==> config.mk <==
export PLATFORM = sky130hd
export DESIGN_NAME = pio_strobe_gen
export DESIGN_NICKNAME = d
export VERILOG_FILES = /design/src/rtl/pio_timing_pkg.sv /design/src/rtl/pio_timing_regs.sv /design/src/rtl/pio_len_decode.sv /design/src/rtl/pio_phase_fsm.sv /design/src/rtl/pio_strobe_gen.sv
export SDC_FILE = /design/constraint.sdc
export NUM_CORES = 1
export LEC_CHECK = 0
export BUFFER_PORTS_ARGS = -buffer_cell sky130_fd_sc_hd__buf_4
export CAP_MARGIN = 20
export CELL_PAD_IN_SITES_DETAIL_PLACEMENT = 1
export CELL_PAD_IN_SITES_GLOBAL_PLACEMENT = 1
export CORE_MARGIN = 5
export CORE_UTILIZATION = 40
export CTS_CLUSTER_DIAMETER = 100
export DETAILED_ROUTE_END_ITERATION = 6
export GPL_ROUTABILITY_DRIVEN = 0
export GPL_TIMING_DRIVEN = 1
export HOLD_SLACK_MARGIN = 0.06
export PLACE_DENSITY_LB_ADDON = 0.1
export SYNTH_ARGS = -nofsm -noshare
export SYNTH_HDL_FRONTEND = slang
export SYNTH_SLANG_ARGS = --single-unit
==> constraint.sdc <==
create_clock -name clk -period 2.3 [get_ports clk]
set_clock_uncertainty 0.2 [all_clocks]
set_input_delay 0.345 -clock clk [delete_from_list [all_inputs] [get_ports clk]]
set_output_delay 0.345 -clock clk [all_outputs]
set_load 0.005 [all_outputs]
==> src/rtl/pio_timing_pkg.sv <==
// Package: shared constants, phase type and count decoders for the PIO
// strobe timing generator. Assumes 8-bit timing registers.
package pio_timing_pkg;

    localparam int LEN_W = 5;   // holds lengths up to 17 clocks

    typedef enum logic [1:0] {
        PH_IDLE  = 2'd0,
        PH_SETUP = 2'd1,
        PH_ACT   = 2'd2,
        PH_REC   = 2'd3
    } phase_t;

    // Decode the 2-bit setup code into a clock count.
    function automatic logic [LEN_W-1:0] setup_len(input logic [1:0] code);
        case (code)
            2'b00:   setup_len = LEN_W'(4);
            2'b01:   setup_len = LEN_W'(2);
            2'b10:   setup_len = LEN_W'(3);
            default: setup_len = LEN_W'(5);
        endcase
    endfunction

    // Decode a nibble where zero stands for sixteen.
    function automatic logic [LEN_W-1:0] nib_len(input logic [3:0] nib);
        nib_len = (nib == 4'd0) ? LEN_W'(16) : LEN_W'(nib);
    endfunction

endpackage

==> src/rtl/pio_timing_regs.sv <==
// Module: timing register bank. Holds one setup/strobe register pair per
// register set; set N occupies addresses 2N (setup) and 2N+1 (strobe).
// Assumes synchronous active-low reset; unmapped addresses read zero.
module pio_timing_regs #(
    parameter int SETS   = 3,
    parameter int REG_W  = 8,
    parameter int ADDR_W = 3
) (
    input  logic                        clk,
    input  logic                        rst_n,
    input  logic                        we,
    input  logic [ADDR_W-1:0]           addr,
    input  logic [REG_W-1:0]            wdata,
    output logic [REG_W-1:0]            rdata,
    output logic [SETS-1:0][REG_W-1:0]  setup_regs,
    output logic [SETS-1:0][REG_W-1:0]  strobe_regs
);
    localparam int SET_W = ADDR_W - 1;

    logic [SET_W-1:0] addr_set;
    logic             addr_is_strobe;

    assign addr_set       = addr[ADDR_W-1:1];
    assign addr_is_strobe = addr[0];

    for (genvar g = 0; g < SETS; g++) begin : g_set
        // Update one register pair on a matching write.
        always_ff @(posedge clk) begin
            if (!rst_n) begin
                setup_regs[g]  <= '0;
                strobe_regs[g] <= '0;
            end else if (we && (addr_set == SET_W'(g))) begin
                if (addr_is_strobe) strobe_regs[g] <= wdata;
                else                setup_regs[g]  <= wdata;
            end
        end
    end

    // Return the addressed register, or zero when unmapped.
    always_comb begin
        rdata = '0;
        for (int i = 0; i < SETS; i++) begin
            if (addr_set == SET_W'(i))
                rdata = addr_is_strobe ? strobe_regs[i] : setup_regs[i];
        end
    end

endmodule

==> src/rtl/pio_len_decode.sv <==
// Module: maps a drive number to its register set and decodes the three
// phase lengths. Drives at or above SETS-1 share the last set. Command
// accesses take the slowest timing. Revision above 1 adds a recovery clock.
module pio_len_decode
    import pio_timing_pkg::*;
#(
    parameter int SETS    = 3,
    parameter int REG_W   = 8,
    parameter int DRIVE_W = 2
) (
    input  logic [SETS-1:0][REG_W-1:0] setup_regs,
    input  logic [SETS-1:0][REG_W-1:0] strobe_regs,
    input  logic [DRIVE_W-1:0]         drive,
    input  logic                       cmd,
    input  logic [1:0]                 chip_rev,
    output logic [LEN_W-1:0]           s_len,
    output logic [LEN_W-1:0]           a_len,
    output logic [LEN_W-1:0]           r_len
);
    localparam int LAST = SETS - 1;

    logic [REG_W-1:0] sel_setup;
    logic [REG_W-1:0] sel_strobe;
    logic [LEN_W-1:0] a_raw;
    logic [LEN_W-1:0] r_raw;

    // Pick the register pair for the requested drive.
    always_comb begin
        sel_setup  = setup_regs[LAST];
        sel_strobe = strobe_regs[LAST];
        for (int i = 0; i < LAST; i++) begin
            if (drive == DRIVE_W'(i)) begin
                sel_setup  = setup_regs[i];
                sel_strobe = strobe_regs[i];
            end
        end
    end

    // Decode fields, apply minimum active and revision adjustment.
    always_comb begin
        if (cmd) begin
            s_len = setup_len(2'b00);
            a_raw = nib_len(4'd0);
            r_raw = nib_len(4'd0);
        end else begin
            s_len = setup_len(sel_setup[REG_W-1 -: 2]);
            a_raw = nib_len(sel_strobe[7:4]);
            r_raw = nib_len(sel_strobe[3:0]);
        end
        a_len = (a_raw < LEN_W'(2)) ? LEN_W'(2) : a_raw;
        r_len = (chip_rev > 2'd1) ? r_raw + LEN_W'(1) : r_raw;
    end

endmodule

==> src/rtl/pio_phase_fsm.sv <==
// Module: access sequencer. Latches the decoded lengths on acceptance and
// steps through setup, active and recovery, each lasting its latched count.
// Assumes every length is at least 1.
module pio_phase_fsm
    import pio_timing_pkg::*;
(
    input  logic             clk,
    input  logic             rst_n,
    input  logic             req,
    input  logic             req_write,
    input  logic [LEN_W-1:0] s_len,
    input  logic [LEN_W-1:0] a_len,
    input  logic [LEN_W-1:0] r_len,
    output logic             ready,
    output logic             addr_valid,
    output logic             rd_strobe,
    output logic             wr_strobe,
    output logic             done
);
    phase_t           phase;
    logic [LEN_W-1:0] cnt;
    logic [LEN_W-1:0] a_q;
    logic [LEN_W-1:0] r_q;
    logic             wr_q;
    logic             last;

    assign last = (cnt == '0);

    // Advance phase and count down the current phase length.
    always_ff @(posedge clk) begin
        if (!rst_n) begin
            phase <= PH_IDLE;
            cnt   <= '0;
            a_q   <= '0;
            r_q   <= '0;
            wr_q  <= 1'b0;
        end else begin
            case (phase)
                PH_IDLE: if (req) begin
                    phase <= PH_SETUP;
                    cnt   <= s_len - LEN_W'(1);
                    a_q   <= a_len;
                    r_q   <= r_len;
                    wr_q  <= req_write;
                end
                PH_SETUP: if (last) begin
                    phase <= PH_ACT;
                    cnt   <= a_q - LEN_W'(1);
                end else cnt <= cnt - LEN_W'(1);
                PH_ACT: if (last) begin
                    phase <= PH_REC;
                    cnt   <= r_q - LEN_W'(1);
                end else cnt <= cnt - LEN_W'(1);
                default: if (last) phase <= PH_IDLE;
                         else      cnt   <= cnt - LEN_W'(1);
            endcase
        end
    end

    // Derive the bus outputs from the current phase.
    always_comb begin
        ready      = (phase == PH_IDLE);
        addr_valid = (phase != PH_IDLE);
        rd_strobe  = (phase == PH_ACT) && !wr_q;
        wr_strobe  = (phase == PH_ACT) && wr_q;
        done       = (phase == PH_REC) && last;
    end

    p_strobe_excl_r9: assert property (@(posedge clk) disable iff (!rst_n)
        $onehot0({rd_strobe, wr_strobe}));
    p_strobe_in_access_r9: assert property (@(posedge clk) disable iff (!rst_n)
        (rd_strobe || wr_strobe) |-> addr_valid);
    p_ready_idle_r10: assert property (@(posedge clk) disable iff (!rst_n)
        ready |-> !addr_valid && !done);
    p_accept_r10: assert property (@(posedge clk) disable iff (!rst_n)
        (req && ready) |=> (addr_valid && !ready && !rd_strobe && !wr_strobe));
    p_done_end_r10: assert property (@(posedge clk) disable iff (!rst_n)
        done |=> (ready && !done));
    p_active_min_r5: assert property (@(posedge clk) disable iff (!rst_n)
        $rose(rd_strobe || wr_strobe) |=> (rd_strobe || wr_strobe));
    p_strobe_to_rec_r9: assert property (@(posedge clk) disable iff (!rst_n)
        $fell(rd_strobe || wr_strobe) |-> (addr_valid && !ready));

endmodule

==> src/rtl/pio_strobe_gen.sv <==
// Module: top of the PIO strobe timing generator. Joins the register bank,
// the length decoder and the phase sequencer. Drives 0 and 1 own register
// sets; drives 2 and 3 share the last set. Synchronous active-low reset.
module pio_strobe_gen
    import pio_timing_pkg::*;
#(
    parameter int SETS    = 3,
    parameter int REG_W   = 8,
    parameter int DRIVE_W = 2,
    parameter int ADDR_W  = 3
) (
    input  logic               clk,
    input  logic               rst_n,
    input  logic [1:0]         chip_rev,
    input  logic               cfg_we,
    input  logic [ADDR_W-1:0]  cfg_addr,
    input  logic [REG_W-1:0]   cfg_wdata,
    output logic [REG_W-1:0]   cfg_rdata,
    input  logic               req,
    input  logic [DRIVE_W-1:0] req_drive,
    input  logic               req_write,
    input  logic               req_cmd,
    output logic               ready,
    output logic               addr_valid,
    output logic               rd_strobe,
    output logic               wr_strobe,
    output logic               done
);
    logic [SETS-1:0][REG_W-1:0] setup_regs;
    logic [SETS-1:0][REG_W-1:0] strobe_regs;
    logic [LEN_W-1:0]           s_len;
    logic [LEN_W-1:0]           a_len;
    logic [LEN_W-1:0]           r_len;

    pio_timing_regs #(.SETS(SETS), .REG_W(REG_W), .ADDR_W(ADDR_W)) regs_i (
        .clk         (clk),
        .rst_n       (rst_n),
        .we          (cfg_we),
        .addr        (cfg_addr),
        .wdata       (cfg_wdata),
        .rdata       (cfg_rdata),
        .setup_regs  (setup_regs),
        .strobe_regs (strobe_regs)
    );

    pio_len_decode #(.SETS(SETS), .REG_W(REG_W), .DRIVE_W(DRIVE_W)) dec_i (
        .setup_regs  (setup_regs),
        .strobe_regs (strobe_regs),
        .drive       (req_drive),
        .cmd         (req_cmd),
        .chip_rev    (chip_rev),
        .s_len       (s_len),
        .a_len       (a_len),
        .r_len       (r_len)
    );

    pio_phase_fsm fsm_i (
        .clk         (clk),
        .rst_n       (rst_n),
        .req         (req),
        .req_write   (req_write),
        .s_len       (s_len),
        .a_len       (a_len),
        .r_len       (r_len),
        .ready       (ready),
        .addr_valid  (addr_valid),
        .rd_strobe   (rd_strobe),
        .wr_strobe   (wr_strobe),
        .done        (done)
    );

    p_stable_rev_access_r6: assert property (@(posedge clk) disable iff (!rst_n)
        (done && !req_cmd) |-> !rd_strobe && !wr_strobe);

endmodule

==> results of run 1 <==
-- metrics by stage --
stage | instances | worst slack, ns | total power, W | util | hold slack [ns]
after floorplan | 453 | 0.0932 | 0.00221 | - | 0.240
after global placement | 586 | 0.0941 | 0.00256 | 0.446 | 0.246
after detailed placement | 586 | 0.0575 | 0.00259 | 0.446 | 0.258
after CTS | 603 | 0.0119 | 0.00362 | 0.469 | 0.0690
after global routing | 603 | 0.0177 | 0.00384 | 0.471 | 0.0745
final | 603 | 0.127 | 0.00361 | 0.471 | 0.0763
-- cells by family after synthesis --
kind of cell | synth area share
mux | 0.0974
xor+xnor | 0.0214
fa+ha+maj | 0.0441
flops | 0.358
buf+inv | 0.0499
compound gates | 0.223
simple gates | 0.206
-- cells in the final DEF, fill, tap and decap left out, types with 2 or more instances in the layout --
cell,count
a211oi_1,5
nor3_1,6
a22oi_1,4
clkinv_2,2
o22ai_1,9
ha_1,13
a21boi_0,51
o21ai_0,16
mux2i_1,19
o211a_1,2
nand2_1,118
buf_4,45
o221ai_1,2
a221oi_1,2
inv_1,22
xnor2_1,6
nor2b_1,7
clkbuf_8,10
nor3b_1,5
dfxtp_1,66
xor2_1,3
mux2_2,3
mux4_2,6
a21oi_1,12
and3_1,4
or2_2,2
nand3_1,6
o31ai_1,2
nor2_1,17
and2_1,5
-- registers in the layout (all words and copies together), names as in the netlist --
name,count
fsm_i.r_q,5
fsm_i.wr_q,1
regs_i.setup_regs,24
fsm_i.cnt,5
fsm_i.a_q,5
fsm_i.phase,2
regs_i.strobe_regs,24
-- area by class of cell --
type,count,area [µm²]
clock inverters,6,65.1
flip-flops and latches,66,1320
repair buffers,46,348
clock buffers,10,138
multi-input cells,342,2200
inverters,22,82.6
fillers,1113,4820
well taps,111,139
-- timing repair --
action                                  4_1_cts  5_1_grt
endpoints found under the setup margin        0        3
gates resized for setup                       0        3
hold buffers                                  1        0
hold endpoints to repair                      1        0
-- where the power goes --
group / leakage [nW] / switching (W) / total (W) / internal [W]
clock: 0.103 / 0.000489 / 0.00102 / 0.000532
combinational: 1.00 / 0.000693 / 0.00124 / 0.000544
sequential: 0.536 / 0.000107 / 0.00136 / 0.00125
-- worst min-delay path by stage --
stage                                         endpoint  slack [ns]                                from
floorplan           regs_i.setup_regs[10]$_SDFFE_PN0P_        0.24  regs_i.setup_regs[10]$_SDFFE_PN0P_
global placement    regs_i.setup_regs[16]$_SDFFE_PN0P_        0.25  regs_i.setup_regs[16]$_SDFFE_PN0P_
detailed placement  regs_i.setup_regs[11]$_SDFFE_PN0P_        0.26  regs_i.setup_regs[11]$_SDFFE_PN0P_
CTS                  regs_i.setup_regs[2]$_SDFFE_PN0P_        0.07                        cfg_wdata[2]
global route        regs_i.setup_regs[16]$_SDFFE_PN0P_        0.07                        cfg_wdata[0]
finish               regs_i.setup_regs[2]$_SDFFE_PN0P_        0.08                        cfg_wdata[2]
-- routing by layer --
layer	up-vias	wire length, µm	track usage
li1	1629	-	-
met1	1600	4870	0.243
met2	47	5420	0.358
met3	16	323	0.0413
met4	0	174	0.0555
met5	-	0	0
-- tightest hold or removal path: stages --
cell      delay (ns)
buf_4           0.14
nand2_1         0.05
a21boi_0        0.06
==> results_dict.tcl, run 1 <==
set metrics [dict create \
    rows 35 \
    place_area_um2 4060 \
    cts_sinks 66 \
    critPathMaxFanout 20 \
    synth_edf_count 0 \
    async_flop_share 0 \
    maxCapViolCount 0 \
    holdPathStages 3 \
    fin_crit_sh 0.945 \
    numPortBuffers 32 \
    ys_seq_area_frac 0.358 \
    p_leak_nw 1.64 \
    dr.pass1.iters 4 \
    outcome "finished clean" \
    area_growth_syn_to_layout_pct 16.4 \
    finalNetCount 521 \
    grt_antenna_before_repair 0 \
    crit_end "cfg_rdata[6]" \
    grt_pass1_wl_um 17700 \
    grt_usage 0.201 \
    r2r_setup_slack_ns 0.16 \
    dr.first_iter.drc_count 101 \
    antenna_cells 0 \
    min_period_ns 2.17 \
    synth_area_leaders "dfxtp_1, nand2_1, a21boi_0, mux2i_1, ha_1" \
    arrival_ns 1.63 \
    clk_path_buf_depth 2 \
    ant_nets 0 \
    fp.dieW_um 106 \
    startpoint_type "input port" \
    wl_um 10800 \
    yosysUniqueCellTypes 49 \
    first_global_vias 3448 \
    num_vias 3292 \
    vias_per_cell 5.46 \
    dieArea_um2 11200 \
    ys_ff_latch 66 \
    irDropWorstVdd_mv 0.324 \
    synth_warnings 0 \
    yosysTopAreaCell "dfxtp_1" \
    grt_max_degree 56 \
    numCtsBuffers 9 \
    slew_violations 0 \
    crit_family "multiplexers" \
    power.density_nw_per_um2 842 \
    grt_setup_unrepaired "false" \
    drc_errors 0 \
    hold_class "in2reg" \
    io_pins 34 \
    synth_commonest_cells "nand2_1, dfxtp_1, a21boi_0" \
    root_buffer "clkbuf_8" \
    slowest_delay_ns 0.58 \
    syn_area_um2 3690 \
    startpoint "cfg_addr[0]" \
    clkSlewWorstSetupHoldPaths_ns 0.08 \
    reg2reg_from "fsm_i.cnt[0]$_SDFFE_PN0P_" \
    die_h_um 106 \
    setup_viol 0 \
    path_depth 4 \
    critPathSlowestCell "mux4_2" \
    max_slew_margin 0.642 \
    dp_hpwl_um 7750 \
    ys.flop_type "dfxtp_1" \
    criticalPathCategory "in2out" \
    fmax_mhz 460 \
    path_buf_inv 2 \
    tightest_slew_ns 0.537 \
    initial_core_util 0.405 \
    rr_endpoint "fsm_i.cnt[3]$_SDFFE_PN0P_" \
    final.setup.tns_ns 0 \
    r2r_cells 7 \
    yosysMostFrequentCell "nand2_1" \
    finalHoldViolations 0 \
    worstPathCellList "buf_4 -> mux4_2 -> a22o_1 -> buf_4" \
    drive_gt1_frac 0.163 \
    cts_max_level 3 \
    grt-ovfl-total 0 \
    required_ns 1.75 \
    cts_setup_buffers 0 \
    avgSynthCellArea_um2 8.14 \
    path_common_cell "buf_4" \
    synthCells 453 \
    synth_top_area_frac 0.358 \
    core-area_um2 9110 \
    clk_latency_ns 0.36 \
    fin_area_um2 4290 \
    syn-num-nets 487 \
    cts_tree "done" \
    post_drt_wl_per_cell_um 17.9 \
    cp-end-kind "primary output" \
]
No activity file was read; power rests on OpenSTA's default activity.
==> run 2: changes to the inputs <==
- CORE_MARGIN: 5 -> 2
==> results_dict.tcl, run 2 (same netlist as run 1, synthesis figures left out) <==
set metrics [dict create \
    clkSlewWorstSetupHoldPaths_ns 0.08 \
    fin_total_pwr_w 0.00372 \
    place_area_um2 4080 \
    finalNetCount 523 \
    hold_class "in2reg" \
    finalHoldViolations 0 \
    power.density_nw_per_um2 861 \
    vias_per_cell 5.46 \
    fmax_mhz 457 \
    drc_errors 0 \
    grt_pass1_wl_um 17600 \
    die_h_um 100 \
    numPortBuffers 32 \
    ant_nets 0 \
    clockPowerShare 0.295 \
    reg2reg_from "fsm_i.cnt[0]$_SDFFE_PN0P_" \
    maxCapViolCount 0 \
    slowest_delay_ns 0.52 \
    grt-ovfl-total 0 \
    wl_um 10800 \
    dr.first_iter.drc_count 116 \
    p_leak_nw 1.66 \
    criticalPathCategory "reg2reg" \
    slew_violations 0 \
    dieArea_um2 10000 \
    fin_crit_sh 0.952 \
    hold_ws_ns 0.0967 \
    irDropWorstVdd_mv 0.379 \
    clk_path_buf_depth 2 \
    holdCritStartpoint "cfg_wdata[3]" \
    finish.utilization 0.474 \
    fp.dieW_um 100 \
    rows 35 \
    worstPathCellList "inv_1 -> ha_1 -> or4b_4 -> o31a_2 -> o21ai_0 -> a22oi_1 -> a21boi_1" \
    core-area_um2 9110 \
    setup_viol 0 \
    numCtsBuffers 9 \
    internal-power_w 0.00244 \
    cts_sinks 66 \
    fin_area_um2 4320 \
    p_switching_w 0.00127 \
    area_growth_syn_to_layout_pct 17.1 \
    grt_antenna_before_repair 0 \
    reg_top3 "regs_i.setup_regs: 24 flops, regs_i.strobe_regs: 24 flops" \
    tightest_slew_ns 0.491 \
    antenna_cells 0 \
    arrival_ns 2.25 \
    outcome "finished clean" \
    initial_core_util 0.405 \
    grt_usage 0.229 \
    grt_setup_unrepaired "false" \
    clk_latency_ns 0.34 \
    combinationalPowerShare 0.338 \
    post_drt_wl_per_cell_um 17.8 \
    startpoint "fsm_i.cnt[0]$_SDFFE_PN0P_" \
    layout_commonest_cell "nand2_1" \
    num_vias 3296 \
    p_seq_frac 0.367 \
    switching_share 0.343 \
    critPathSlowestCell "or4b_4" \
    cts_max_level 3 \
    min_period_ns 2.19 \
    io_pins 34 \
    drive_gt1_frac 0.164 \
    root_buffer "clkbuf_8" \
    final.setup.tns_ns 0 \
    grt_max_degree 52 \
    dp_hpwl_um 7760 \
    cp-end-kind "register" \
    first_global_vias 3431 \
    required_ns 2.36 \
    critPathMaxFanout 11 \
    max_slew_margin 0.672 \
    cts_tree "done" \
    layout_common_cells "nand2_1, dfxtp_1, a21boi_0, buf_4, inv_1" \
    startpoint_type "register" \
    dr.pass1.iters 4 \
]
-- run 2: changes by cell type in the layout (fill, tap and decap cells not counted) --
cell / change
buf_4: +2
o21ai_0: -1
clkinvlp_4: -1
bufinv_16: +1
inv_6: -1
o21ai_1: +1
-- run 2: final cells by class --
class	count	area, µm²
clock buffer	10	138
clock inverter	5	78.8
fill	1113	4790
inverter	22	82.6
multi-input combinational	342	2200
sequential	66	1320
tap	111	139
timing repair buffer	48	363
-- run 2: per-stage QoR --
step | std cells | setup WS (ns)
4_1_cts | 604 | 0.0269
3_3_place_gp | 588 | 0.0987
2_1_floorplan | 453 | 0.0932
3_5_place_dp | 588 | 0.0272
5_1_grt | 604 | 0.00885
6_report | 604 | 0.111
-- run 2: layer usage --
metal / vias to the layer above / GRT usage / share of wire
met1: 1607 / 0.268 / 0.45
met4: 0 / 0.0664 / 0.011
met3: 11 / 0.0425 / 0.026
met5: - / 0 / 0
met2: 44 / 0.426 / 0.51
li1: 1634 / - / -
-- run 2: power by group through the flow --
stage	clock (W)	combinational, W	sequential, W
CTS	0.00113	0.00124	0.00136
detailed placement	0	0.00123	0.00139
finish	0.00110	0.00126	0.00136
global placement	0	0.00120	0.00138
global route	0.00118	0.00140	0.00138
floorplan	0	0.000860	0.00135
-- run 2: what timing repair did --
| item | 4_1_cts | 5_1_grt |
|---|---|---|
| buffers inserted | 0 | 0 |
| gates resized for setup | 0 | 4 |
| endpoints found under the hold margin | 1 | 0 |
| setup endpoints to repair | 0 | 4 |
| hold buffers | 1 | 0 |
-- run 2: path summary, 6_finish.rpt --
kind	end	slack (ns)	depth (start not counted)
max	fsm_i.cnt[3]$_SDFFE_PN0P_	0.11	7
min reg2reg	regs_i.setup_regs[4]$_SDFFE_PN0P_	0.27	2
min	regs_i.setup_regs[11]$_SDFFE_PN0P_	0.1	3
max reg2reg	fsm_i.cnt[3]$_SDFFE_PN0P_	0.11	7
-- run 2: worst max-delay path, delay by kind of cell (launching register included) --
family | cells | cell delay [ns]
AND/OR/NAND/NOR | 1 | 0.52
adder cells (fa/ha/maj) | 1 | 0.17
buffers and inverters | 1 | 0.09
AO/OA/AOI/OAI | 4 | 0.80
flip-flops | 1 | 0.34
==> run 3: changes to the inputs <==
- PLACE_DENSITY: not set -> 0.75
- PLACE_DENSITY_LB_ADDON: 0.1 -> not set
==> results_dict.tcl, run 3 (same netlist as run 1, synthesis figures left out) <==
set metrics [dict create \
    outcome "finished clean" \
    slew_violations 0 \
    criticalPathCategory "reg2reg" \
    grt_setup_unrepaired "false" \
    io_pins 34 \
    max_slew_margin 0.595 \
    num_vias 3359 \
    p_leak_nw 1.65 \
    layout_commonest_cell "nand2_1" \
    fp.dieW_um 100 \
    tightest_slew_ns 0.607 \
    grt_max_degree 67 \
    clk_path_buf_depth 2 \
    numPortBuffers 32 \
    numCtsBuffers 9 \
    power.density_nw_per_um2 868 \
    cts_sinks 66 \
    maxCapViolCount 0 \
    post-place-cells 587 \
    final.setup.tns_ns 0 \
    layout_common_cells "nand2_1, dfxtp_1, a21boi_0, buf_4, inv_1" \
    r2r_setup_slack_ns 0.15 \
    critPathMaxFanout 11 \
    fmax_mhz 465 \
    cp-end-kind "register" \
    post_drt_wl_per_cell_um 18.0 \
    setup_viol 0 \
    min_period_ns 2.15 \
    rows 35 \
    grt_pass1_wl_um 17700 \
    drive_gt1_frac 0.160 \
    area_growth_syn_to_layout_pct 17.0 \
    grt-ovfl-total 0 \
    fin_crit_sh 0.935 \
    initial_core_util 0.405 \
    dr.pass1.iters 4 \
    dr.first_iter.drc_count 141 \
    cts_tree "done" \
    irDropWorstVdd_mv 0.353 \
    fillCellCount 1121 \
    dieArea_um2 10000 \
    grt_antenna_before_repair 0 \
    dp_hpwl_um 7690 \
    ant_nets 0 \
    cts_setup_buffers 0 \
    drc_errors 0 \
    die_h_um 100 \
    required_ns 2.38 \
    finalNetCount 522 \
    cts_max_level 3 \
    arrival_ns 2.23 \
    grt_usage 0.228 \
    finalHoldViolations 0 \
    clk_latency_ns 0.36 \
    startpoint_type "register" \
    root_buffer "clkbuf_8" \
    first_global_vias 3526 \
    antenna_cells 0 \
    vias_per_cell 5.56 \
    clkSlewWorstSetupHoldPaths_ns 0.08 \
    reg_top3 "regs_i.setup_regs: 24 flops, regs_i.strobe_regs: 24 flops" \
    hold_class "in2reg" \
    core-area_um2 9110 \
    instances_no_fill 604 \
    wl_um 10900 \
]
## run 3: stage by stage
| step | setup WS, ns | area, µm² | util | total power (W) | hold slack (ns) |
|---|---|---|---|---|---|
| finish | 0.150 | 4310 | 0.474 | 0.00374 | 0.0789 |
| floorplan | 0.0932 | 3690 | - | 0.00221 | 0.240 |
| CTS | 0.0812 | 4310 | 0.473 | 0.00374 | 0.0689 |
| detailed placement | 0.0178 | 4070 | 0.447 | 0.00260 | 0.258 |
| global placement | 0.0903 | 4070 | 0.447 | 0.00255 | 0.249 |
| global route | 0.0159 | 4310 | 0.474 | 0.00395 | 0.0814 |
## run 3: layout make-up
class / count / area, µm² / share of cell area
tap: 111 / 139 / 0.0322
clock buffer: 12 / 145 / 0.0336
inverter: 22 / 82.6 / 0.0191
timing repair buffer: 47 / 355 / 0.0824
multi-input combinational: 342 / 2200 / 0.509
sequential: 66 / 1320 / 0.306
clock inverter: 4 / 73.8 / 0.0171
## run 3: worst max-delay path, cell delays in order, from the launching register on
cell      delay, ns
dfxtp_1        0.34
inv_1          0.09
ha_1           0.16
or4b_4         0.52
o31a_2         0.41
o21ai_0        0.12
a22oi_1        0.11
a21boi_1       0.14
## run 3: worst paths after layout
| check | from | endpoint | cells past startpoint |
|---|---|---|---|
| max | fsm_i.cnt[0]$_SDFFE_PN0P_ | fsm_i.cnt[3]$_SDFFE_PN0P_ | 7 |
| min | cfg_wdata[5] | regs_i.setup_regs[21]$_SDFFE_PN0P_ | 3 |
| max reg2reg | fsm_i.cnt[0]$_SDFFE_PN0P_ | fsm_i.cnt[3]$_SDFFE_PN0P_ | 7 |
| min reg2reg | regs_i.setup_regs[21]$_SDFFE_PN0P_ | regs_i.setup_regs[21]$_SDFFE_PN0P_ | 2 |
## run 3: layer usage
| layer | track usage | vias up | wire (µm) |
|---|---|---|---|
| met1 | 0.292 | 1648 | 5150 |
| li1 | - | 1632 | - |
| met4 | 0.0832 | 0 | 285 |
| met2 | 0.378 | 57 | 5130 |
| met5 | 0 | - | 0 |
| met3 | 0.0515 | 22 | 299 |
## run 3: power by group
group          internal (W)  total, W  switching, W
combinational      0.000554   0.00128      0.000725
sequential          0.00125   0.00135      0.000104
clock              0.000643   0.00111      0.000467
## run 3: timing repair
| action | 4_1_cts | 5_1_grt |
|---|---|---|
| hold endpoints to repair | 1 | 0 |
| cloned | 0 | 0 |
| hold buffers | 1 | 0 |
| resized for setup | 1 | 3 |
| endpoints found under the setup margin | 1 | 2 |
